<file path="src/rtl/dre_pkg.sv">
package dre_pkg;
  typedef enum logic [1:0] {
    WV_NONE = 2'd0,
    WV_PRE  = 2'd1,
    WV_EVAL = 2'd2
  } wave_kind_e;
endpackage

</file>
<file path="src/rtl/dre_encode.sv">
// Single-wire to pair converter; both wires stay low when not enabled.
module dre_encode #(
  parameter int W = 64
) (
  input  logic         en,
  input  logic [W-1:0] val,
  output logic [W-1:0] rail_t,
  output logic [W-1:0] rail_f
);
  always_comb begin
    rail_t = val  & {W{en}};
    rail_f = ~val & {W{en}};
  end
endmodule

</file>
<file path="src/rtl/dre_xor_rot.sv">
// Monotone pair XOR with the key followed by a fixed left rotation.
// With ev low, the gated inputs are all zero and so is the output.
module dre_xor_rot #(
  parameter int W   = 64,
  parameter int ROT = 7
) (
  input  logic         ev,
  input  logic [W-1:0] a_t,
  input  logic [W-1:0] a_f,
  input  logic [W-1:0] b_t,
  input  logic [W-1:0] b_f,
  output logic [W-1:0] y_t,
  output logic [W-1:0] y_f
);
  localparam int RS = ROT % W;

  logic [W-1:0] ga_t, ga_f, gb_t, gb_f;
  logic [W-1:0] x_t, x_f;

  always_comb begin
    ga_t = a_t & {W{ev}};
    ga_f = a_f & {W{ev}};
    gb_t = b_t & {W{ev}};
    gb_f = b_f & {W{ev}};
  end

  for (genvar i = 0; i < W; i++) begin : g_bit
    assign x_t[i] = (ga_t[i] & gb_f[i]) | (ga_f[i] & gb_t[i]);
    assign x_f[i] = (ga_t[i] & gb_t[i]) | (ga_f[i] & gb_f[i]);
  end

  if (RS == 0) begin : g_norot
    assign y_t = x_t;
    assign y_f = x_f;
  end else begin : g_rot
    assign y_t = {x_t[W-1-RS:0], x_t[W-1:W-RS]};
    assign y_f = {x_f[W-1-RS:0], x_f[W-1:W-RS]};
  end
endmodule

</file>
<file path="src/rtl/dre_decode.sv">
// Pair to single-wire converter with code checking and registered outputs.
module dre_decode #(
  parameter int W = 64
) (
  input  logic                clk,
  input  logic                rst,
  input  logic                clr,
  input  dre_pkg::wave_kind_e kind,
  input  logic                last,
  input  logic [W-1:0]        w_t,
  input  logic [W-1:0]        w_f,
  output logic [W-1:0]        data_o,
  output logic                done_o,
  output logic                err_o
);
  import dre_pkg::*;

  logic bad;

  always_comb begin
    bad = 1'b0;
    if (kind == WV_EVAL)
      bad = (|(w_t & w_f)) | (|(~(w_t | w_f)));
    else if (kind == WV_PRE)
      bad = |(w_t | w_f);
  end

  always_ff @(posedge clk) begin
    if (rst) begin
      data_o <= '0;
      done_o <= 1'b0;
      err_o  <= 1'b0;
    end else begin
      done_o <= (kind == WV_EVAL) && last;
      if ((kind == WV_EVAL) && last)
        data_o <= w_t;
      if (clr)
        err_o <= 1'b0;
      else if (bad)
        err_o <= 1'b1;
    end
  end

  assert_done_after_last_R3: assert property (@(posedge clk) disable iff (rst)
    ((kind == WV_EVAL) && last) |=> done_o);
  assert_done_pulse_R4: assert property (@(posedge clk) disable iff (rst)
    done_o |=> !done_o);
  assert_no_code_error_R8: assert property (@(posedge clk) disable iff (rst)
    !err_o);
endmodule

</file>
<file path="src/rtl/dre_round_engine.sv">
module dre_round_engine #(
  parameter int W      = 64,
  parameter int ROUNDS = 16,
  parameter int ROT    = 7
) (
  input  logic         clk,
  input  logic         rst,
  input  logic         start_i,
  input  logic [W-1:0] data_i,
  input  logic [W-1:0] key_i,
  output logic         done_o,
  output logic [W-1:0] data_o,
  output logic         err_o
);
  import dre_pkg::*;

  localparam int CNT_W = $clog2(ROUNDS + 1);
  localparam logic [CNT_W-1:0] LAST_RND = CNT_W'(ROUNDS - 1);

  logic             busy, phase_ev, accept, wave_last;
  logic [CNT_W-1:0] cnt;
  wave_kind_e       wave_kind;
  logic [W-1:0]     st_t, st_f, ky_t, ky_f, wv_t, wv_f;
  logic [W-1:0]     ed_t, ed_f, ek_t, ek_f, rn_t, rn_f;

  assign accept = start_i & ~busy;

  dre_encode #(.W(W)) enc_data_i (.en(accept), .val(data_i), .rail_t(ed_t), .rail_f(ed_f));
  dre_encode #(.W(W)) enc_key_i  (.en(accept), .val(key_i),  .rail_t(ek_t), .rail_f(ek_f));

  dre_xor_rot #(.W(W), .ROT(ROT)) round_i (
    .ev(phase_ev), .a_t(st_t), .a_f(st_f), .b_t(ky_t), .b_f(ky_f),
    .y_t(rn_t), .y_f(rn_f)
  );

  always_ff @(posedge clk) begin
    if (rst) begin
      busy      <= 1'b0;
      phase_ev  <= 1'b0;
      cnt       <= '0;
      wave_kind <= WV_NONE;
      wave_last <= 1'b0;
      st_t <= '0; st_f <= '0;
      ky_t <= '0; ky_f <= '0;
      wv_t <= '0; wv_f <= '0;
    end else begin
      wave_kind <= WV_NONE;
      wave_last <= 1'b0;
      if (accept) begin
        st_t <= ed_t; st_f <= ed_f;
        ky_t <= ek_t; ky_f <= ek_f;
        busy     <= 1'b1;
        phase_ev <= 1'b0;
        cnt      <= '0;
      end else if (busy) begin
        wv_t <= rn_t;
        wv_f <= rn_f;
        if (!phase_ev) begin
          wave_kind <= WV_PRE;
          phase_ev  <= 1'b1;
        end else begin
          wave_kind <= WV_EVAL;
          st_t      <= rn_t;
          st_f      <= rn_f;
          phase_ev  <= 1'b0;
          cnt       <= cnt + 1'b1;
          if (cnt == LAST_RND) begin
            busy      <= 1'b0;
            wave_last <= 1'b1;
          end
        end
      end
    end
  end

  dre_decode #(.W(W)) dec_i (
    .clk(clk), .rst(rst), .clr(accept),
    .kind(wave_kind), .last(wave_last), .w_t(wv_t), .w_f(wv_f),
    .data_o(data_o), .done_o(done_o), .err_o(err_o)
  );

  assert_spacer_zero_R6: assert property (@(posedge clk) disable iff (rst)
    (wave_kind == WV_PRE) |-> ((wv_t == '0) && (wv_f == '0)));
  assert_eval_pairs_R7: assert property (@(posedge clk) disable iff (rst)
    (wave_kind == WV_EVAL) |-> (((wv_t & wv_f) == '0) && ((wv_t | wv_f) == '1)));
  assert_state_pairs_R7: assert property (@(posedge clk) disable iff (rst)
    busy |-> (st_t == ~st_f));
  assert_round_bound_R3: assert property (@(posedge clk) disable iff (rst)
    busy |-> (cnt < CNT_W'(ROUNDS)));
  assert_phase_alternates_R3: assert property (@(posedge clk) disable iff (rst)
    (busy && !accept && (wave_last == 1'b0) && !phase_ev) |=> phase_ev);
endmodule

</file>
<file path="config.mk">
export PLATFORM = sky130hd
export DESIGN_NAME = dre_round_engine
export DESIGN_NICKNAME = d
export VERILOG_FILES = /design/src/rtl/dre_pkg.sv /design/src/rtl/dre_encode.sv /design/src/rtl/dre_xor_rot.sv /design/src/rtl/dre_decode.sv /design/src/rtl/dre_round_engine.sv
export SDC_FILE = /design/constraint.sdc
export NUM_CORES = 1
export LEC_CHECK = 0
export ABC_AREA = 1
export ABC_CLOCK_PERIOD_IN_PS = 1500
export BUFFER_PORTS_ARGS = -buffer_cell sky130_fd_sc_hd__clkbuf_2
export CORE_UTILIZATION = 60
export CTS_CLUSTER_SIZE = 16
export DETAILED_ROUTE_END_ITERATION = 16
export GPL_TIMING_DRIVEN = 0
export PLACE_DENSITY = 0.81
export SYNTH_ARGS = -nofsm -noshare
export SYNTH_HDL_FRONTEND = slang
export SYNTH_SLANG_ARGS = --single-unit
</file>
<file path="constraint.sdc">
create_clock -name clk -period 1.5 [get_ports clk]
set_input_delay 0.3 -clock clk [delete_from_list [all_inputs] [get_ports clk]]
set_output_delay 0.3 -clock clk [all_outputs]
set_load 0.1 [all_outputs]
</file>
==> flow_summary_export.csv, run 1 <==
group,metric,value,unit
yosys,synth_area,20900,sq um
clock_tree,ctsLongestPathBuffers,3,
yosys,syn_avg_cell_area,7.32,sq um
yosys,async_flop_share,0,%
floorplan,num_io_pins,197,
timing,postGrtWorstEndpoint,"st_t[62]$_SDFFE_PP0P_/D",
place,dpl_worst_slack,-0.570,ns
run_status,stop_error,"[ERROR GRT-0232] Routing congestion too high. Check the congestion heatmap in the GUI.",
place,dp.cells,3498,
floorplan,initial_core_util,61.7,%
global_routing,grtUsageTotal,78.1,%
yosys,ys_seq_area_share,44.1,%
yosys,syn_nets,2988,
floorplan,fp-row-count,67,
clock_tree,clock_sinks,460,
yosys,synthDistinctLibCells,33,
floorplan,die_h,189,um
place,numPortBuffers,195,
place,placed_cell_area,22400,sq um
clock_tree,root_buffer,"clkbuf_16",
yosys,synth_cells,2855,
global_routing,overflow,68,
clock_tree,numCtsBuffers,47,
yosys,synth-edff-count,0,
timing,worst_endpoint_kind,"register input",
yosys,yosysWarnings,0,
run_status,outcome,"stopped before the end",
clock_tree,htreeDepth,2,
global_routing,antenna_found_initial,24,
floorplan,fp.dieW,189,um
run_status,haltStage,"global routing (5_1_grt)",
global_routing,grt_max_degree,15,
place,gp_congestion,1.06,
place,dpl.hpwl,64.5,mm
yosys,ys_ff_latch,460,
yosys,synthFlopType,"dfxtp_1",
==> cell usage after synthesis (20+ instances only) <==
library cell	n	area (sq um)
dfxtp_1	460	9210
inv_1	388	1460
a21oi_1	221	1110
nor2_4	20	225
o21ai_1	22	110
a22o_1	43	377
o32ai_2	28	455
o21ai_2	37	324
nor2_1	370	1390
a211oi_1	48	360
o21ai_0	381	1910
buf_1	21	78.8
nand3_1	204	1020
buf_2	77	385
clkbuf_1	61	229
nand2_1	398	1490
==> per-layer routing <==
layer	GRT overflow	GRT usage (%)
met1	7	79.9
met2	31	93.6
met3	6	65.4
met4	24	69.3
met5	0	39.0
==> what timing repair did <==
action | in CTS
endpoints found under the hold margin | 51
endpoints found under the setup margin | 466
hold buffers | 51
resized for setup | 522
cloned | 1
buffers inserted | 6
pin swaps | 9
==> kinds of logic after synthesis <==
group / Yosys count / synth area share, %
simple gates: 1001 / 20.2
compound gates: 816 / 24.2
buf+inv: 576 / 11.5
flops: 460 / 44.1
fa+ha+maj: 2 / 0.120
==> metrics by stage <==
step,utilization (%),setup TNS [ns]
detailed placement,66.2,-98.84
floorplan,-,0
CTS,77.6,-0.317
global placement,66.2,-89.84
==> run 2, diff against run 1 <==
CORE_UTILIZATION = 40   (was 60)
CTS_CLUSTER_SIZE = unset   (was 16)
PLACE_DENSITY = unset   (was 0.81)
PLACE_DENSITY_LB_ADDON = 0.15   (was unset)
==> run 2 against run 1 <==
The flow now finishes, with violations (negative setup slack). Synthesized area stayed put. Synthesized cell count unchanged.
==> flow_summary_export.csv, run 2 <==
group,metric,value,unit
yosys,yosys.area_share.adder,0.120,%
floorplan,coreArea,51500,sq um
timing,setup_viol,108,
drt,via_per_inst,5.55,
yosys,synth_top_family_by_area,"compound AO/OA/AOI/OAI gates",
floorplan,initial_core_util,40.6,%
yosys,synth_cells,2855,
floorplan,design.die.area,53200,sq um
cells_and_area,syn_to_final_growth,38.6,%
yosys,synth.largest_area_cell,"dfxtp_1",
setup_path,crit_top_cell,"buf_12",
yosys,syn_avg_cell_area,7.32,sq um
run_status,violations,"negative setup slack",
cells_and_area,fin_area,29000,sq um
yosys,synth_area,20900,sq um
global_routing,met1_usage,47.2,%
global_routing,top_usage_layer,"met2",
global_routing,met3_usage,5.85,%
setup_path,r2r_cells,7,
yosys,yosysMostFrequentCell,"dfxtp_1",
setup_path,reg2reg_from,"busy",
cells_and_area,nNetsFinal,3337,
setup_path,critPathMaxFanout,7,
clock_tree,path_clk_slew,0.06,ns
yosys,synth_simple_gate_area_share,20.2,%
yosys,synthFlopType,"dfxtp_1",
timing,rsz0062_at_grt,"yes",
floorplan,fp-row-count,83,
drt,drc,0,
floorplan,fp.dieW,231,um
clock_tree,ctsLongestPathBuffers,3,
power,pwr-share-clk,41.2,%
yosys,yosysWarnings,0,
timing,tns,-4.10,ns
setup_path,endpoint_kind,"register",
timing,hold_viol,0,
yosys,synth-edff-count,0,
global_routing,grt_pass1_wl,137,mm
drt,num_vias,21814,
clock_tree,root_buffer,"clkbuf_16",
timing,slew_headroom,15.4,%
floorplan,num_io_pins,197,
power,seqPwrFrac,43.3,%
setup_path,cp_num_buf_inv,4,
timing,fmax,597,MHz
cells_and_area,mostFrequentLayoutCells,"387 x inv_1, 373 x nand2_1, 340 x dfxtp_1, 320 x nor2_1, 216 x o21ai_0",
power,internal-power,22.3,mW
power,power_density,1090,nW/um^2
cells_and_area,final_common_cell,"inv_1",
clock_tree,clock_latency,0.61,ns
setup_path,cp-startpoint,"busy",
power,power.total,31.7,mW
clock_tree,htreeDepth,2,
setup_path,endpoint,"st_t[62]",
yosys,ys_ff_latch,460,
yosys,synth-compound-area-share,24.2,%
place,numPortBuffers,195,
timing,fin_worst_skew,0.0142,ns
power,combPwrFrac,15.5,%
power,vdd_drop_max,933,uV
global_routing,antenna_found_initial,13,
timing,timing.final.ws_setup,-0.174,ns
global_routing,overflow,0,
clock_tree,cts_tree,"yes",
place,dp.cells,3730,
worst_hold_path,hold_path.class,"input pin to register",
place,dpl.hpwl,72.9,mm
setup_path,critPathLaunchType,"register",
setup_path,path_depth,7,
drt,ant_nets,0,
place,placed_cell_area,22700,sq um
setup_path,path_class,"register to register",
yosys,synth_xor_area_share,0,%
global_routing,grt_max_degree,13,
setup_path,slowest_stage,"o211ai_1",
setup_path,worstPathRequired,1.97,ns
yosys,syn_nets,2988,
run_status,outcome,"finished with violations",
cells_and_area,fin_cells,3929,
setup_path,cp.arrival,2.15,ns
timing,finalCritPeriodShare,112,%
global_routing,grtUsageTotal,35.3,%
yosys,async_flop_share,0,%
flow_run,maxCapViolations,0,
yosys,synth_common_cells,"460 x dfxtp_1, 398 x nand2_1, 388 x inv_1",
timing,slew_violations,0,
cells_and_area,fillers,4833,
power,p_sw,9.33,mW
yosys,yosysTopAreaCellShare,44.1,%
yosys,netlist_top_cells_area,"dfxtp_1 44%, o21ai_0 9.1%, nand2_1 7.1%",
timing,min_period,1.67,ns
place,gp_congestion,1.01,
drt,dr.pass1.iters,6,
floorplan,die_h,231,um
global_routing,use_met2,55.2,%
setup_path,crit_family,"compound AO/OA/AOI/OAI gates",
cells_and_area,drive_above_1_share,28.5,%
drt,routedWlPerCell,24.6,um
power,leakage,12.0,nW
timing,tightest_slew,1.27,ns
drt,drt_wl_total,96.5,mm
drt,drtIter0Drc,2282,
setup_path,slowest_delay,0.48,ns
setup_path,worstReg2RegEnd,"st_t[62]",
yosys,synthMuxAreaShare,0,%
global_routing,grt_pass1_vias,20816,
clock_tree,clock_sinks,460,
setup_path,cp_cell_sequence,"inv_8 > nand2_8 > inv_12 > buf_12 > buf_12 > o211ai_1 > o21ai_1",
clock_tree,numCtsBuffers,52,
setup_path,r2r_slack,-0.17,ns
yosys,ys_seq_area_share,44.1,%
power,p_sw_share,29.5,%
cells_and_area,final_core_util,56.2,%
yosys,synthDistinctLibCells,33,
-- run 2: cell counts after synthesis --
No cell type changed its count.
-- run 2: area by class of cell --
cell class | count | area (sq um) | area share [%]
multi-input cells | 1819 | 10800 | 37.2
flip-flops and latches | 460 | 9400 | 32.4
repair buffers | 295 | 3330 | 11.5
clock buffers | 75 | 1550 | 5.35
inverters | 394 | 1520 | 5.24
plain buffers | 182 | 1380 | 4.76
well taps | 680 | 851 | 2.94
clock inverters | 17 | 163 | 0.562
diodes | 7 | 17.5 | 0.0605
-- run 2: how the worst min path moves through the flow --
| stage | endpoint | start | cells after the start | slack (ns) |
|---|---|---|---|---|
| final | ky_f[42] | key_i[42] | 4 | 0.01 |
| after global routing | ky_f[42] | key_i[42] | 4 | 0.02 |
| after CTS | ky_f[18] | key_i[18] | 4 | 0.002 |
| after detailed placement | dec_i.data_o[6] | dec_i.data_o[6] | 2 | 0.46 |
| after global placement | dec_i.data_o[39] | dec_i.data_o[39] | 2 | 0.45 |
| after floorplan | st_f[12] | st_f[12] | 2 | 0.45 |
-- run 2: kinds of logic after synthesis --
family / count (synthesis)
compound gates: 816
simple gates: 1001
buf+inv: 576
fa+ha+maj: 2
flops: 460
-- run 2: what timing repair did --
action                                  4_1_cts  5_1_grt
gates cloned                                  1        3
hold endpoints to repair                     56        0
setup buffers                                12       30
endpoints found under the setup margin      493      370
pin swaps                                    15       52
resized for setup                           694      314
hold buffers                                 54        0
-- run 2: per-stage QoR --
stage          hold slack (ns)  worst slack [ns]
2_1_floorplan            0.446             0.206
3_3_place_gp             0.450            -0.861
3_5_place_dp             0.456            -0.878
4_1_cts                0.00165            -0.103
5_1_grt                 0.0214            -0.162
6_report                0.0102            -0.174
-- run 2: power groups by stage --
stage | clock network, mW | registers, mW | logic [mW]
final | 13.1 | 13.7 | 4.90
after global routing | 13.5 | 13.8 | 5.23
after CTS | 13.1 | 13.6 | 4.50
after detailed placement | 0 | 13.9 | 4.03
after global placement | 0 | 13.9 | 3.99
after floorplan | 0 | 13.7 | 2.55
-- run 2: layer usage --
layer | part of all wire [%] | vias to the layer above | wire (um)
met5 | 0.011 | - | 11
met4 | 4.8 | 2 | 4590
met3 | 8.2 | 216 | 7880
met2 | 45 | 1079 | 43300
met1 | 42 | 10427 | 40800
li1 | - | 10090 | -
-- run 2: worst reg2reg max path: cells and delay by family, from the launching register on --
kind	cells	cell delay [ns]
buffers and inverters	4	0.42
AO/OA/AOI/OAI	2	0.60
AND/OR/NAND/NOR	1	0.13
flip-flops	1	0.40
No activity file was read; power rests on OpenSTA's default activity.
